===== config.mk =====
export PLATFORM = sky130hd
export DESIGN_NAME = pwm_sync_timer
export DESIGN_NICKNAME = d
export VERILOG_FILES = /design/src/rtl/pwm_sync_pkg.sv /design/src/rtl/pst_trigger.sv /design/src/rtl/pst_regs.sv /design/src/rtl/pst_counter.sv /design/src/rtl/pst_channel.sv /design/src/rtl/pwm_sync_timer.sv
export SDC_FILE = /design/constraint.sdc
export NUM_CORES = 1
export LEC_CHECK = 0
export BUFFER_PORTS_ARGS = -buffer_cell sky130_fd_sc_hd__buf_4
export CORE_ASPECT_RATIO = 0.8
export CORE_MARGIN = 5
export CORE_UTILIZATION = 45
export CTS_CLUSTER_DIAMETER = 150
export CTS_CLUSTER_SIZE = 12
export DETAILED_ROUTE_END_ITERATION = 8
export SYNTH_ARGS = -nofsm -noshare
export SYNTH_HDL_FRONTEND = slang
export SYNTH_SLANG_ARGS = --single-unit

===== constraint.sdc =====
create_clock -name clk -period 4.4 [get_ports clk]
set_input_delay 0 -clock clk [delete_from_list [all_inputs] [get_ports clk]]
set_output_delay 0 -clock clk [all_outputs]
set_load 0.03 [all_outputs]

===== src/rtl/pwm_sync_pkg.sv =====
package pwm_sync_pkg;
  localparam int ADDR_W = 3;
  localparam logic [ADDR_W-1:0] A_MOD  = 3'd0;
  localparam logic [ADDR_W-1:0] A_INIT = 3'd1;
  localparam logic [ADDR_W-1:0] A_CMP  = 3'd2;
  localparam logic [ADDR_W-1:0] A_CTL  = 3'd3;
  localparam logic [ADDR_W-1:0] A_TRIG = 3'd4;
  localparam int N_BUF = 3;

  typedef enum logic [1:0] {
    MODE_OC     = 2'd0,
    MODE_EDGE   = 2'd1,
    MODE_CENTER = 2'd2,
    MODE_RSVD   = 2'd3
  } mode_e;

  typedef struct packed {
    logic       free_run;
    logic       run;
    logic       hold;
    logic       sync_only;
    logic [2:0] pre_sel;
    mode_e      mode;
  } ctl_t;

  localparam int CTL_W = $bits(ctl_t);
endpackage


===== src/rtl/pst_trigger.sv =====
module pst_trigger #(
  parameter int N_TRIG = 3
) (
  input  logic              clk,
  input  logic              rst_n,
  input  logic [N_TRIG-1:0] trig_in,
  input  logic              en_wr,
  input  logic [N_TRIG-1:0] en_wdata,
  input  logic              hold,
  output logic [N_TRIG-1:0] en,
  output logic [N_TRIG-1:0] edge_hit,
  output logic              sync_evt
);
  logic [N_TRIG-1:0] s1_q, s2_q, s3_q;

  always_ff @(posedge clk or negedge rst_n) begin
    if (!rst_n) begin
      s1_q <= '0;
      s2_q <= '0;
      s3_q <= '0;
    end else begin
      s1_q <= trig_in;
      s2_q <= s1_q;
      s3_q <= s2_q;
    end
  end

  assign edge_hit = s2_q & ~s3_q & en;
  assign sync_evt = |edge_hit;

  for (genvar i = 0; i < N_TRIG; i++) begin : g_en
    logic en_q;
    always_ff @(posedge clk or negedge rst_n) begin
      if (!rst_n)                   en_q <= 1'b0;
      else if (en_wr)               en_q <= en_wdata[i];
      else if (!hold && edge_hit[i]) en_q <= 1'b0;
    end
    assign en[i] = en_q;
  end
endmodule


===== src/rtl/pst_regs.sv =====
module pst_regs
  import pwm_sync_pkg::*;
#(
  parameter int W = 16
) (
  input  logic              clk,
  input  logic              rst_n,
  input  logic              wr_fire,
  input  logic [ADDR_W-1:0] wr_addr,
  input  logic [W-1:0]      wr_data,
  input  logic              load,
  output ctl_t              ctl,
  output logic [W-1:0]      init_buf,
  output logic [W-1:0]      cmp_buf,
  output logic [W-1:0]      mod_act,
  output logic [W-1:0]      init_act,
  output logic [W-1:0]      cmp_act,
  output logic [W-1:0]      init_nx,
  output logic [W-1:0]      cmp_nx
);
  logic [W-1:0] buf_q [N_BUF];
  logic [W-1:0] act_q [N_BUF];
  logic [W-1:0] nx    [N_BUF];

  for (genvar i = 0; i < N_BUF; i++) begin : g_pair
    always_ff @(posedge clk or negedge rst_n) begin
      if (!rst_n) begin
        buf_q[i] <= '0;
        act_q[i] <= '0;
      end else begin
        if (wr_fire && wr_addr == ADDR_W'(i)) buf_q[i] <= wr_data;
        act_q[i] <= nx[i];
      end
    end
    assign nx[i] = load ? buf_q[i] : act_q[i];
  end

  always_ff @(posedge clk or negedge rst_n) begin
    if (!rst_n)                         ctl <= '0;
    else if (wr_fire && wr_addr == A_CTL) ctl <= ctl_t'(wr_data[CTL_W-1:0]);
  end

  assign init_buf = buf_q[A_INIT];
  assign cmp_buf  = buf_q[A_CMP];
  assign mod_act  = act_q[A_MOD];
  assign init_act = act_q[A_INIT];
  assign cmp_act  = act_q[A_CMP];
  assign init_nx  = nx[A_INIT];
  assign cmp_nx   = nx[A_CMP];
endmodule


===== src/rtl/pst_counter.sv =====
module pst_counter
  import pwm_sync_pkg::*;
#(
  parameter int W    = 16,
  parameter int PS_W = 3
) (
  input  logic            clk,
  input  logic            rst_n,
  input  logic            run,
  input  logic [PS_W-1:0] pre_sel,
  input  mode_e           mode,
  input  logic            free_run,
  input  logic            sync,
  input  logic [W-1:0]    mod_act,
  input  logic [W-1:0]    init_act,
  input  logic [W-1:0]    init_nx,
  output logic [W-1:0]    count,
  output logic [W-1:0]    count_nx,
  output logic            tick,
  output logic            boundary
);
  localparam int PRE_W = (1 << PS_W) - 1;

  logic [PRE_W-1:0] pre_q, pre_mask;
  logic             up_q, up_nx;
  logic [W-1:0]     top;

  assign pre_mask = ~({PRE_W{1'b1}} << pre_sel);
  assign tick     = run && ((pre_q & pre_mask) == pre_mask);
  assign top      = free_run ? {W{1'b1}} : mod_act;

  // Load point: does not read init_nx, so no loop through the register bank.
  always_comb begin
    boundary = 1'b0;
    if (tick) begin
      case (mode)
        MODE_CENTER: boundary = up_q && (count == mod_act);
        MODE_EDGE:   boundary = (count == top);
        default:     boundary = 1'b1;
      endcase
    end
  end

  always_comb begin
    count_nx = count;
    up_nx    = up_q;
    if (sync) begin
      count_nx = init_nx;
      up_nx    = 1'b1;
    end else if (tick) begin
      if (mode == MODE_CENTER) begin
        if (up_q) begin
          if (count == mod_act) begin
            up_nx    = 1'b0;
            count_nx = count - 1'b1;
          end else begin
            count_nx = count + 1'b1;
          end
        end else begin
          if (count == init_act) begin
            up_nx    = 1'b1;
            count_nx = count + 1'b1;
          end else begin
            count_nx = count - 1'b1;
          end
        end
      end else begin
        if (count == top) count_nx = free_run ? '0 : init_nx;
        else              count_nx = count + 1'b1;
      end
    end
  end

  always_ff @(posedge clk or negedge rst_n) begin
    if (!rst_n) begin
      count <= '0;
      up_q  <= 1'b1;
      pre_q <= '0;
    end else begin
      count <= count_nx;
      up_q  <= up_nx;
      if (sync)     pre_q <= '0;
      else if (run) pre_q <= pre_q + 1'b1;
    end
  end
endmodule


===== src/rtl/pst_channel.sv =====
module pst_channel
  import pwm_sync_pkg::*;
#(
  parameter int W = 16
) (
  input  logic         clk,
  input  logic         rst_n,
  input  mode_e        mode,
  input  logic         tick,
  input  logic         sync,
  input  logic [W-1:0] count_nx,
  input  logic [W-1:0] cmp_nx,
  output logic         pwm_out,
  output logic         match_pulse
);
  logic is_oc, hit;

  assign is_oc = !(mode == MODE_EDGE || mode == MODE_CENTER);
  assign hit   = tick && !sync && is_oc && (count_nx == cmp_nx);

  always_ff @(posedge clk or negedge rst_n) begin
    if (!rst_n) begin
      pwm_out     <= 1'b0;
      match_pulse <= 1'b0;
    end else begin
      match_pulse <= hit;
      pwm_out     <= is_oc ? (pwm_out ^ hit) : (count_nx < cmp_nx);
    end
  end
endmodule


===== src/rtl/pwm_sync_timer.sv =====
module pwm_sync_timer
  import pwm_sync_pkg::*;
#(
  parameter int W      = 16,
  parameter int N_TRIG = 3,
  parameter int PS_W   = 3
) (
  input  logic              clk,
  input  logic              rst_n,
  input  logic              wr_valid,
  output logic              wr_ready,
  input  logic [ADDR_W-1:0] wr_addr,
  input  logic [W-1:0]      wr_data,
  input  logic [N_TRIG-1:0] trig_in,
  output logic [N_TRIG-1:0] trig_en,
  output logic [W-1:0]      count,
  output logic [W-1:0]      cmp_active,
  output logic              pwm_out,
  output logic              match_pulse
);
  ctl_t              ctl;
  logic              wr_fire, trig_wr, sync_evt, tick, boundary, load;
  logic              pwm_mode, sync_only, trig_hold;
  logic [N_TRIG-1:0] edge_hit;
  logic [W-1:0]      init_buf, cmp_buf, mod_act, init_act, init_nx, cmp_nx, count_nx;

  assign wr_ready  = 1'b1;
  assign wr_fire   = wr_valid;
  assign trig_wr   = wr_fire && (wr_addr == A_TRIG);
  assign sync_only = ctl.sync_only;
  assign trig_hold = ctl.hold;
  assign pwm_mode  = (ctl.mode == MODE_EDGE) || (ctl.mode == MODE_CENTER);
  assign load      = sync_evt || (boundary && !ctl.sync_only);

  pst_trigger #(.N_TRIG(N_TRIG)) u_trig (
    .clk(clk), .rst_n(rst_n), .trig_in(trig_in), .en_wr(trig_wr),
    .en_wdata(wr_data[N_TRIG-1:0]), .hold(ctl.hold), .en(trig_en),
    .edge_hit(edge_hit), .sync_evt(sync_evt)
  );

  pst_regs #(.W(W)) u_regs (
    .clk(clk), .rst_n(rst_n), .wr_fire(wr_fire), .wr_addr(wr_addr),
    .wr_data(wr_data), .load(load), .ctl(ctl), .init_buf(init_buf),
    .cmp_buf(cmp_buf), .mod_act(mod_act), .init_act(init_act),
    .cmp_act(cmp_active), .init_nx(init_nx), .cmp_nx(cmp_nx)
  );

  pst_counter #(.W(W), .PS_W(PS_W)) u_cnt (
    .clk(clk), .rst_n(rst_n), .run(ctl.run), .pre_sel(ctl.pre_sel[PS_W-1:0]),
    .mode(ctl.mode), .free_run(ctl.free_run), .sync(sync_evt),
    .mod_act(mod_act), .init_act(init_act), .init_nx(init_nx),
    .count(count), .count_nx(count_nx), .tick(tick), .boundary(boundary)
  );

  pst_channel #(.W(W)) u_ch (
    .clk(clk), .rst_n(rst_n), .mode(ctl.mode), .tick(tick), .sync(sync_evt),
    .count_nx(count_nx), .cmp_nx(cmp_nx), .pwm_out(pwm_out),
    .match_pulse(match_pulse)
  );
endmodule


### After elaboration in Yosys (flattened, before gate mapping)

Index checks and enable logic that the tools add are counted.
W data, S select, Z words.

| storage, ports and cells | value |
|---|---|
| register bits after elaboration | 143 |
| input port bits | 25 |
| output and inout port bits | 38 |
| word-level logic and storage cells | 102 |

| operators by class | value |
|---|---|
| $add $sub $neg | 3 |
| $lt $le $gt $ge | 1 |
| equal/unequal tests | 11 |
| shift operators | 1 |
| mux-type cells | 28 |
| bitwise operators | 6 |
| reduce and logical (&&, ||, !) cells | 29 |

Operators by type and width:

| operator | count |
|---|---|
| $mux W16 | 11 |
| $eq A16 B16 Y1 | 4 |
| $add A16 B1 Y16 const B | 1 |
| $lt A16 B16 Y1 | 1 |
| $sub A16 B1 Y16 const B | 1 |
| $logic_and A1 B1 Y1 | 14 |
| $mux W1 | 14 |
| $mux W7 | 2 |
| $reduce_bool A2 Y1 | 6 |
| $add A7 B1 Y7 const B | 1 |
| $and A7 B7 Y7 | 1 |
| $eq A7 B7 Y1 | 1 |
| $not A7 Y7 | 1 |
| $shl A7 B3 Y7 const A | 1 |
| $and A3 B3 Y3 | 2 |
| $eq A3 B2 Y1 const B | 2 |
| $logic_not A1 Y1 | 4 |
| $eq A3 B1 Y1 const B | 1 |
| $eq A3 B3 Y1 const B | 1 |
| $logic_not A3 Y1 | 1 |
| $not A3 Y3 | 1 |
| $reduce_or A3 Y1 | 1 |
| $eq A2 B1 Y1 const B | 1 |
| $eq A2 B2 Y1 const B | 1 |
| 4 further kinds | 5 |

### Longest topological paths before layout

| logic depth | value |
|---|---|
| word-level depth | 18 |
| gate-level depth with buffers | 19 |
| depth with buffers taken out | 16 |

### Cells and area by module

A second synthesis with hierarchy kept.

| second synthesis, totals | value |
|---|---|
| cell total of the unflattened synthesis | 711 |
| area, all modules | 7,926.4 sq um |

By module, submodules not included:

| module | times used | cells an instance | area each (sq um) | seq. area each (sq um) |
|---|---|---|---|---|
| pst_regs | 1 | 256 | 4,186.5 | 2,627.5 |
| pst_counter | 1 | 357 | 2,761.4 | 601.8 |
| pst_channel | 1 | 61 | 519.2 | 50.0 |
| pst_trigger | 1 | 31 | 422.9 | 300.3 |
| pwm_sync_timer | 1 | 6 | 36.3 | 0.0 |

### Worst setup path after synthesis

No wires, ideal clock.

| timing | value |
|---|---|
| kind | register to register |
| start point | register u_cnt.count[7] |
| end point | register u_ch.pwm_out |
| library setup time | 0.121 ns |
| arrival | 3.826 ns |
| required time | 4.279 ns |
| path slack | 0.453 ns |
| stages on the path, launching flop included | 16 |
| buffers on the path | 2 |
| clock period less this slack | 3.947 ns |
| path through | dfrtp_1 -> buf_4 -> xor2_1 -> nor4_1 -> nand4_2 -> o221ai_4 -> and2_1 -> buf_4 -> mux2_2 -> a21bo_2 -> ha_1 -> nand4_1 -> or2_2 -> nor4_1 -> xor2_1 -> a22o_1 |

| between the ends | value |
|---|---|
| longest elaborated chain between the ends | 16 |
| elaborated cells on any way between the ends | 25 |
| those cells by class | add/sub: 2; order compare: 1; eq/ne: 4; mux: 13; bitwise: 1; reduce/logical: 4 |

Ends and longest elaborated chain:

| item | line | RTL |
|---|---|---|
| start: declaration | pst_counter.sv:17 | `output logic [W-1:0] count,` |
| start signal: assignment | pst_counter.sv:80 | `count <= count_nx;` |
| $eq A16 B16 Y1 | pst_counter.sv:37 | `MODE_CENTER: boundary = up_q && (count == mod_act);` |
| $logic_and A1 B1 Y1 | pst_counter.sv:37 |  |
| $pmux W1 S2 (*) | pst_counter.sv:36 | `case (mode)` |
| $mux W1 (*) | pst_counter.sv:35 | `if (tick) begin` |
| $logic_and A1 B1 Y1 (*) | pwm_sync_timer.sv:33 | `assign load = sync_evt \|\| (boundary && !ctl.sync_only);` |
| $logic_or A1 B1 Y1 (*) | pwm_sync_timer.sv:33 |  |
| $mux W16 (*) | pst_regs.sv:35 | `assign nx[i] = load ? buf_q[i] : act_q[i];` |
| net init_nx[1] | pwm_sync_timer.sv:25 | `logic [W-1:0] init_buf, cmp_buf, mod_act, init_act, init_nx, cmp_nx, count_nx;` |
| (+3 left out) | - |  |
| $mux W16 | pst_counter.sv:50 | `end else if (tick) begin` |
| $mux W16 (*) | pst_counter.sv:47 | `if (sync) begin` |
| net count_nx[1] | pwm_sync_timer.sv:25 |  |
| $eq A16 B16 Y1 (*) | pst_channel.sv:19 | `assign hit = tick && !sync && is_oc && (count_nx == cmp_nx);` |
| $logic_and A1 B1 Y1 (*) | pst_channel.sv:19 |  |
| net u_ch.hit | pst_channel.sv:16 | `logic is_oc, hit;` |
| $xor A1 B1 Y1 (*) | pst_channel.sv:27 | `pwm_out <= is_oc ? (pwm_out ^ hit) : (count_nx < cmp_nx);` |
| $mux W1 (*) | pst_channel.sv:27 |  |
| end signal: assignment | pst_channel.sv:27 |  |
| end: declaration | pst_channel.sv:13 | `output logic pwm_out,` |

Mark *: on every way through the listed nets, which the timed path passes. The rest lies on a longest branch.
A chain may end at the register's enable or synchronous reset.

### Worst setup path after layout

| timing | value |
|---|---|
| start point | register u_cnt.count[8] |
| end point | register u_ch.pwm_out |

| between the ends | value |
|---|---|
| longest elaborated chain between the ends | 16 |
| elaborated cells on any way between the ends | 25 |
| those cells by class | add/sub: 2; order compare: 1; eq/ne: 4; mux: 13; bitwise: 1; reduce/logical: 4 |

Ends and longest elaborated chain:

| item | line | RTL |
|---|---|---|
| $eq A16 B16 Y1 | pst_counter.sv:37, pst_counter.sv:53 |  |
| $logic_and A1 B1 Y1 | pst_counter.sv:37 |  |
| $pmux W1 S2 | pst_counter.sv:36 |  |
| $mux W1 | pst_counter.sv:35 |  |
| $logic_and A1 B1 Y1 | pwm_sync_timer.sv:33 |  |
| $logic_or A1 B1 Y1 | pwm_sync_timer.sv:33 |  |
| $mux W16 | pst_regs.sv:35 |  |
| $mux W16 (2 in series) | pst_counter.sv:68 | `if (count == top) count_nx = free_run ? '0 : init_nx;` |
| $mux W16 | pst_counter.sv:51 | `if (mode == MODE_CENTER) begin` |
| $mux W16 | pst_counter.sv:50 |  |
| $mux W16 (*) | pst_counter.sv:47 |  |
| net count_nx[12] | pwm_sync_timer.sv:25 |  |
| $eq A16 B16 Y1 (*) | pst_channel.sv:19 |  |
| $logic_and A1 B1 Y1 (*) | pst_channel.sv:19 |  |
| net u_ch.hit | pst_channel.sv:16 |  |
| $xor A1 B1 Y1 (*) | pst_channel.sv:27 |  |
| $mux W1 (*) | pst_channel.sv:27 |  |

Marked as above.

==> summary.txt <==
Synth
  – Number of distinct standard cells referenced by the synthesized netlist: 62
  – EDFF count, synth: 0
  – Instance count of the mapped netlist: 738
  – Primary flip-flop cell chosen by synthesis mapping: dfrtp_1
  – Leading area contributor after synthesis: dfrtp_1
  – Average size of a mapped cell: 10.5 um2
  – Async S/R FF share, synth: 100%
  – Yosys warning count: 0
  – Flops & latches, synth: 143
  – Top cell type's share of synthesized area: 45.7%
  – Synthesized cell area: 7770 um2
  – Net count after synthesis: 784
  – Dominant cells by area after synthesis: dfrtp_1 46%, mux2_2 11%, nand2_1 4.2%
  – Sequential share of the synthesized area: 46.1%

Timing
  – Count of endpoints failing setup in the final report: 0
  – Fin crit share: 94.0%
  – Setup Total Neg Slack: 0 ns
  – Worst clock skew: 0.0133 ns
  – Fin crit period: 4.14 ns
  – Unrepaired setup endpoints after global routing: no
  – Slew headroom: 36.6%
  – Final hold viol count: 0
  – Actual slew at the worst max-slew pin: 0.950 ns
  – Maximum achievable frequency: 0.242 GHz
  – Number of pins exceeding their max-slew limit in the final report: 0

Detailed routing
  – Post-route antenna net violation count: 0
  – Drt pass-1 iters: 5
  – Number of DRC markers in iteration 0: 584
  – Routed Wire Length: 23500 um
  – Total vias in the final route: 6251
  – DRC violations left: 0
  – Detailed-route vias per instance: 5.81
  – Post-detailed-route wirelength per cell: 21.8 um

Worst setup path
  – Crit. path cell count: 15
  – Worst R2R Path Depth: 15
  – Beginning of the critical path: u_cnt.count[8]
  – Critical-path cell list: buf_4, xnor2_1, nand4_1, nor4_1, mux2i_4, buf_12, mux2i_1, o21ai_1, a2111oi_2, ha_1, nand4_1, nor4_1, buf_4, xor2_1, a22o_1
  – Launching point of the worst reg2reg path: u_cnt.count[8]
  – Minimum setup slack among reg-to-reg paths: 0.26 ns
  – CP Capture Point: u_ch.pwm_out
  – Worst Path Buf+Inv: 3
  – Crit-path leading delay family: simple AND/OR/NAND/NOR gates
  – End of the worst register-to-register path: u_ch.pwm_out
  – Critical path data required time: 4.76 ns
  – Worst setup SP type: flip-flop
  – Critical path start-end classification: reg2reg
  – Biggest cell delay along the critical path: 0.66 ns
  – CP Max Fanout: 6
  – WP data arrival: 4.50 ns
  – Cell with the biggest individual delay on the critical path: a2111oi_2
  – Worst setup EP type: flip-flop

Cells and area
  – Antenna diode count: 0
  – Number of nets in the finished design: 885
  – Leading cell type in the layout, fill and taps excluded: dfrtp_1
  – P&R area growth vs syn: 21.1%
  – Share of final-layout standard cells stronger than drive strength 1: 27.0%
  – Most frequent cells in the layout: 142 x dfrtp_1, 105 x buf_4, 85 x nand2_1, 73 x mux2_2, 42 x nor2_1
  – Area occupied by multi-input gates: 3850 um2
  – Filler instances: 1506
  – Register cell area after layout: 3580 um2
  – Post-route cell area: 9400 um2

Floorplanning
  – FP Rows: 43
  – Die Y: 128 um
  – Core area: 17200 um2
  – Initial core utilization: 45.3%
  – Num ports: 63
  – Width of the die: 157 um
  – DIE AREA: 20000 um2

Worst hold path
  – Number of stages on the worst hold path: 5
  – Kind of path behind the tightest hold check: in2reg

CTS
  – Clock tree from TritonCTS: done
  – Clock slew at reported path FFs: 0.07 ns
  – Clk sink count: 143
  – Root buffer selected by CTS: clkbuf_16
  – Clock buffer depth: 2
  – Worst skew pair latency: 0.42 ns
  – Number of CTS-inserted buffers: 17
  – Clock H-tree levels: 4

Placement
  – Dpl cell area: 8590 um2
  – Port-buffer cells: 61
  – Hpwl dp: 17000 um
  – Placer congestion estimate: 1.02

Power
  – Pwr Total: 0.00633 W
  – Pwr per Cell Area: 673 nW/um2
  – Static leakage: 4.31 nW
  – Worst-case vdd ir drop: 0.000302 V

GRT
  – Wire length of the first global-routing pass: 37400 um
  – Total grt overflow: 0
  – Number of antenna violations at the first check in global routing: 0
  – Number of global-route vias before repair: 6278
  – Pin count of the biggest net entering global routing: 99
  – Aggregate global-route resource usage: 24.6%

Status
  – Status: finished clean

Run
  – Number of max-cap violations: 0
==> logic make-up (layout without fill, tap and decap cells) <==
| family | after synthesis | in the layout | share of synthesized area (%) |
|---|---|---|---|
| xor gates and xnor gates | 53 | 53 | 5.98 |
| buffers and inverters | 76 | 189 | 4.59 |
| DFF | 143 | 143 | 46.1 |
| other | 1 | 1 | 0.0483 |
| muxes | 105 | 105 | 14.9 |
| and+or+nand+nor | 234 | 234 | 15.3 |
| AOI/OAI and AO/OA | 105 | 105 | 9.79 |
| adders and majority gates | 21 | 21 | 3.38 |
==> where the power goes <==
| group | total, W | switching (W) | internal, W |
|---|---|---|---|
| clock network | 0.00134 | 0.000580 | 0.000756 |
| registers | 0.00215 | 0.000411 | 0.00174 |
| logic | 0.00284 | 0.00168 | 0.00116 |
==> metal layers <==
metal | wire [um] | track usage, % | share of wire, % | up-vias
met1 | 11300 | 38.0 | 48 | 3115
met3 | 1940 | 5.86 | 8.3 | 27
li1 | - | - | - | 2823
met5 | 0 | 0 | 0 | -
met4 | 304 | 6.68 | 1.3 | 0
met2 | 9950 | 34.3 | 42 | 286
==> worst min-delay path by stage <==
stage	startpoint	to	slack, ns
after floorplan	rst_n	u_ch.match_pulse	-0.30
after global placement	trig_in[0]	u_trig.s1_q[0]	0.11
after detailed placement	trig_in[0]	u_trig.s1_q[0]	0.11
after CTS	wr_addr[2]	u_trig.g_en[0].en_q	0.001
after global routing	wr_addr[2]	u_trig.g_en[0].en_q	0.06
final	wr_addr[2]	u_trig.g_en[2].en_q	0.02
==> area by class of cell <==
class | instances | share of cell area [%]
clock inverters | 10 | 0.865
inverters | 29 | 1.16
well taps | 225 | 2.99
flip-flops and latches | 143 | 38.1
clock buffers | 21 | 4.90
multi-input cells | 519 | 41.0
repair buffers | 129 | 11.1
==> repair_timing <==
| action | CTS | global route |
|---|---|---|
| endpoints found under the setup margin | 0 | 1 |
| hold buffers | 22 | 0 |
| resized for setup | 0 | 2 |
| endpoints found under the hold margin | 159 | 0 |
| buffers inserted | 0 | 4 |
==> tightest hold or removal path, cell delays in order <==
cell and delay, ns:
buf_4 0.11, nand2_1 0.05, nor3_1 0.09, nand2_1 0.08, o21ai_0 0.07
==> metrics by stage <==
stage,hold slack (ns),worst slack [ns],instances,utilization (%)
2_1_floorplan,-0.296,0.453,738,-
3_3_place_gp,0.111,0.304,1019,50.0
3_5_place_dp,0.111,0.241,1019,50.0
4_1_cts,0.00145,0.206,1072,54.5
5_1_grt,0.0590,0.0236,1076,54.8
6_report,0.0206,0.264,1076,54.8
==> flip-flops by register name (all words and copies together) (netlist names) <==
signal	flops
u_ch.match_pulse	1
u_ch.pwm_out	1
u_cnt.count	16
u_cnt.pre_q	7
u_cnt.up_q	1
u_regs.buf_q	16
u_regs.cmp_act	16
u_regs.cmp_buf	16
u_regs.ctl	9
u_regs.init_act	16
u_regs.init_buf	16
u_regs.mod_act	16
u_trig.g_en.en_q	3
u_trig.s1_q	3
u_trig.s2_q	3
u_trig.s3_q	3
==> cell usage after synthesis, types with 3 or more instances <==
| master | instances |
|---|---|
| dfrtp_1 | 142 |
| nand2_1 | 86 |
| mux2_2 | 73 |
| nor2_1 | 42 |
| mux2i_1 | 31 |
| inv_1 | 29 |
| xnor2_1 | 28 |
| o21ai_0 | 26 |
| xor2_1 | 25 |
| clkbuf_1 | 23 |
| ha_1 | 21 |
| nand4_1 | 20 |
| nand3_1 | 17 |
| a21oi_1 | 14 |
| and3_1 | 10 |
| buf_4 | 10 |
| nor4_1 | 10 |
| buf_2 | 9 |
| nand3b_1 | 8 |
| nor3_1 | 8 |
| o21a_1 | 8 |
| o211a_1 | 7 |
| o221ai_1 | 7 |
| and4_1 | 6 |
| a21o_1 | 5 |
| nor2b_1 | 5 |
| a211o_1 | 4 |
| a211oi_1 | 4 |
| a21boi_0 | 4 |
| nand2b_1 | 4 |
| a311oi_1 | 3 |
| a31oi_1 | 3 |
| buf_6 | 3 |
| nor4_2 | 3 |
| or2_2 | 3 |
| or3_1 | 3 |
Note: power is estimated with default switching activity, not from simulation.
